==> src/rtl/nibble_reg_decoder.sv <==
module nibble_reg_decoder #(
  parameter int NUM_REGS = 16,
  parameter logic [7:0] ID_VALUE = 8'hA6
) (
  input  logic                  clk,
  input  logic                  rst_n,
  input  logic                  cmd_valid,
  output logic                  cmd_ready,
  input  logic [7:0]            cmd_data,
  output logic                  rsp_valid,
  input  logic                  rsp_ready,
  output logic [7:0]            rsp_data,
  output logic [NUM_REGS*8-1:0] regs_flat
);
  localparam logic [3:0] OP_ADDR_LO = 4'h0;
  localparam logic [3:0] OP_ADDR_HI = 4'h1;
  localparam logic [3:0] OP_DATA_LO = 4'h2;
  localparam logic [3:0] OP_DATA_WR = 4'h3;
  localparam logic [3:0] OP_READ    = 4'h4;
  localparam logic [3:0] OP_READ_NX = 4'h5;

  logic [7:0] addr_q;
  logic [3:0] lo_q;
  logic [7:0] store_q [1:NUM_REGS-1];
  logic [7:0] rd_byte;

  wire       acc = cmd_valid && cmd_ready;
  wire [3:0] op  = cmd_data[7:4];
  wire [3:0] nib = cmd_data[3:0];
  wire       wr_en = acc && (op == OP_DATA_WR);
  wire       rd_en = acc && (op == OP_READ || op == OP_READ_NX);

  assign cmd_ready = !rsp_valid;

  always_comb begin
    rd_byte = 8'h00;
    if (addr_q == 8'h00) rd_byte = ID_VALUE;
    for (int i = 1; i < NUM_REGS; i++)
      if (addr_q == 8'(i)) rd_byte = store_q[i];
  end

  always_ff @(posedge clk) begin
    if (!rst_n) begin
      addr_q <= 8'h00;
      lo_q   <= 4'h0;
    end else if (acc) begin
      case (op)
        OP_ADDR_LO: addr_q[3:0] <= nib;
        OP_ADDR_HI: addr_q[7:4] <= nib;
        OP_DATA_LO: lo_q        <= nib;
        OP_READ_NX: addr_q      <= addr_q + 8'd1;
        default: ;
      endcase
    end
  end

  always_ff @(posedge clk) begin
    if (!rst_n) begin
      for (int i = 1; i < NUM_REGS; i++) store_q[i] <= 8'h00;
    end else if (wr_en) begin
      for (int i = 1; i < NUM_REGS; i++)
        if (addr_q == 8'(i)) store_q[i] <= {nib, lo_q};
    end
  end

  always_ff @(posedge clk) begin
    if (!rst_n) begin
      rsp_valid <= 1'b0;
      rsp_data  <= 8'h00;
    end else if (rd_en) begin
      rsp_valid <= 1'b1;
      rsp_data  <= rd_byte;
    end else if (rsp_ready) begin
      rsp_valid <= 1'b0;
    end
  end

  for (genvar g = 0; g < NUM_REGS; g++) begin : g_flat
    if (g == 0) begin : g_id
      assign regs_flat[7:0] = ID_VALUE;
    end else begin : g_rw
      assign regs_flat[g*8 +: 8] = store_q[g];
    end
  end
endmodule

==> config.mk <==
export PLATFORM = sky130hd
export DESIGN_NAME = nibble_reg_decoder
export DESIGN_NICKNAME = d
export VERILOG_FILES = /design/src/rtl/nibble_reg_decoder.sv
export SDC_FILE = /design/constraint.sdc
export NUM_CORES = 1
export LEC_CHECK = 0
export ABC_AREA = 1
export CAP_MARGIN = 20
export CORE_MARGIN = 2
export CORE_UTILIZATION = 50
export CTS_CLUSTER_DIAMETER = 150
export DETAILED_ROUTE_END_ITERATION = 16
export GPL_ROUTABILITY_DRIVEN = 1
export PLACE_DENSITY = 0.77
export SYNTH_ARGS = -nofsm -noshare
export SYNTH_HDL_FRONTEND = slang
export SYNTH_SLANG_ARGS = --single-unit
export TNS_END_PERCENT = 100
==> constraint.sdc <==
create_clock -name clk -period 3.9 [get_ports clk]
set_clock_uncertainty 0.1 [all_clocks]
set_input_delay 0.78 -clock clk [delete_from_list [all_inputs] [get_ports clk]]
set_output_delay 0.78 -clock clk [all_outputs]
set_load 0.01 [all_outputs]
==> metrics.csv <==
metric,value,unit
Logic pwr share,10.0,%
Multi-input gate area,0.002434,sq mm
total power,0.003568,W
"Reg clk slew, reported paths",60,ps
"commonest non-fill, non-tap cell in the layout",nor2_1,
Max rail drop VDD,0.3680,mV
worst-skew pair later-pin latency,420,ps
number of remaining DRC errors,0,
CP endpoint kind,register,
RSZ-0062 raised after global routing,no,
row cnt,42,
clock tree buffer depth,2,
minimum clock period,2813,ps
Psw,0.0008288,W
M2 GR Usage,42.66,%
post-CTS setup buffer count,0,
share of the synthesized area in the top cell type,52.50,%
vias in the first global route,5525,
Reg2Reg Depth,18,
Starting Density,51.42,%
Slew headroom,38.63,%
power share of the sequential group,48.2,%
ratio of final minimum period to clock period,72.12,%
met1 Use GR,36.09,%
"antenna viol nets, final",0,
# fillers,1099,
Ports,150,
Sw Ratio,23.23,%
MaxCap Viol Count,0,
worst setup margin,1087,ps
Synth area leader,edfxtp_1,
Int Pwr,0.002740,W
initial DRC count,571,
FF+latch area,0.004024,sq mm
WL/cell,17.46,microns
Hold Crit Depth,2,
syn avg cell area,8.800,sq um
cts bufs inserted,17,
dominant synthesized flop cell,edfxtp_1,
xor/xnor share of the synthesized area,0.5104,%
post-synthesis compound-gate area fraction,6.271,%
Core Box Area,0.01335,sq mm
root buffer cell,clkbuf_16,
Netlist cell types,34,
Die Ht,121.2,microns
most used routing layer,met2,
Critical Path Start Type,register,
WP data required,4100,ps
CTS resizes,0,
ys async rst share,0,%
grt ovf,0,
most frequent cells in the layout,"nor2_1 (196), nand2_1 (168), clkdlybuf4s50_1 (141)",
setup TNS,0,ps
largest family of logic cells by synthesized area,simple AND/OR/NAND/NOR gates,
P_leak,3.518,nW
layout cells sized above 1,8.200,%
pins over their slew limit,0,
Gate Count Post-Synth,780,
status,"complete, no violations",
final WL,19470,microns
Yosys warning count,0,
mux cell area share after synthesis,0,%
#FFs+latches synth,141,
top area cells in the synthesized netlist,"edfxtp_1 (52%), nor2_1 (11%), nand2_1 (9.2%), dfxtp_1 (6.1%), inv_1 (3.2%)",
Worst EP arrival,3010,ps
hold buffers post-CTS,0,
Detail Placement HPWL,13180,microns
H-tree Lvls,4,
Layout Area Growth over Synthesis,30.90,%
final hold slack,361.5,ps
die width,121.2,microns
"Setup violations, final",0,
worst min path class,reg2reg,
simple-gate share of the synthesized area,27.51,%
first-pass GRT wire length,29520,microns
"Core Util, Final",67.31,%
DIE AREA,0.01468,sq mm
GRT Total Usage,27.17,%
"EDFF count, synth",120,
Slew @ Worst Pin,919.6,ps
routed vias/inst,5.339,
CP Class,reg2reg,
worst-path fanout max,14,
Post-Place Setup Slack,940.0,ps
Via Count,5953,
clock share of power,41.9,%
adder-cell share of the synthesized area,0.7291,%
met3 Track Usage GR,6.438,%
f_max,355.6,MHz
sequential fraction of the synthesis area,58.62,%
Final Hold Viols,0,
n_diodes,0,
clock sink count,141,
Pwr Density,397.2,mW/mm^2
cell area after synthesis,0.006864,sq mm
initial antenna violation count,0,
TritonCTS clock tree,built,
Total Nets Final,944,
routability cong.,0.9143,
pin count of the biggest net entering global routing,42,
Detailed Routing Iterations Pass 1,5,
PortBufs,141,
## synthesized netlist by cell type, types with 2 or more instances
master	n
conb_1	2
nand3_1	43
nor2_2	9
nand2_4	2
nand2_2	2
a31oi_1	5
or2_0	3
a21oi_2	4
a311oi_1	2
xor2_1	3
buf_6	2
nand2_1	168
o21ai_1	6
edfxtp_1	120
nor2_4	3
buf_4	9
or2_2	8
dfxtp_1	21
o21ai_0	26
nor2_1	196
buf_2	7
a21oi_1	36
clkbuf_1	15
nor3_1	7
nand4_1	6
ha_1	4
inv_2	6
inv_1	59
## power groups by stage
stage | sequential (W) | clock, W | combinational [W]
after floorplan | 0.00176 | 0 | 0.000159
after global placement | 0.00175 | 0 | 0.000347
after detailed placement | 0.00175 | 0 | 0.000350
after CTS | 0.00172 | 0.00150 | 0.000353
after global routing | 0.00172 | 0.00157 | 0.000384
final | 0.00172 | 0.00149 | 0.000356
## layout make-up
type                            count  share of cell area [%]
Sequential cell                   141                   44.78
Multi-Input combinational cell    546                   27.09
Timing Repair Buffer              156                   16.96
Clock buffer                       19                   4.818
Inverter                           66                   2.757
Tap cell                          176                   2.451
Clock inverter                     11                   1.142
## cell families (layout without fill, tap and decap cells)
| kind of cell | Yosys count | after routing |
|---|---|---|
| adders and majority gates | 4 | 4 |
| AOI/OAI and AO/OA | 80 | 80 |
| buffers and inverters | 99 | 252 |
| DFF | 141 | 141 |
| xor gates and xnor gates | 4 | 4 |
| and+or+nand+nor | 450 | 450 |
| other | 2 | 8 |
## worst paths after layout
| check | end | slack (ps) | startpoint |
|---|---|---|---|
| max | rsp_data[3] | 1090 | addr_q[0] |
| min | rsp_data[5] | 360 | rsp_data[5] |
| max reg2reg | rsp_data[3] | 1090 | addr_q[0] |
| min reg2reg | rsp_data[5] | 360 | rsp_data[5] |
## worst max-delay path, cell delays in order, from the launching register on
cell,delay (ps)
dfxtp_1,390
ha_1,220
nand2_1,80
nor2_2,460
inv_1,230
nand3_1,160
nand3_1,120
o21ai_1,100
nand2_1,60
nand2_1,70
nand2_1,70
nand2_1,80
nand2_1,60
nand2_1,90
nand4_1,100
nand2_1,110
nand2_1,70
nand2_1,60
a21oi_1,50
## stage by stage
stage,instances,area [sq um]
after floorplan,786,6887
after global placement,1085,8449
after detailed placement,1085,8449
after CTS,1115,8985
after global routing,1115,8985
final,1115,8985
## metal layers
| layer | up-vias | share of wire, % |
|---|---|---|
| met5 | - | 0 |
| met3 | 43 | 9.4 |
| met1 | 2753 | 40 |
| li1 | 2832 | - |
| met4 | 0 | 2.5 |
| met2 | 325 | 49 |
## flip-flops by register name, summed over array words and instances, names as in the netlist
register,flops
lo_q,4
rsp_valid,1
store_q,120
addr_q,8
rsp_data,8
(Power assumes the default switching activity.)
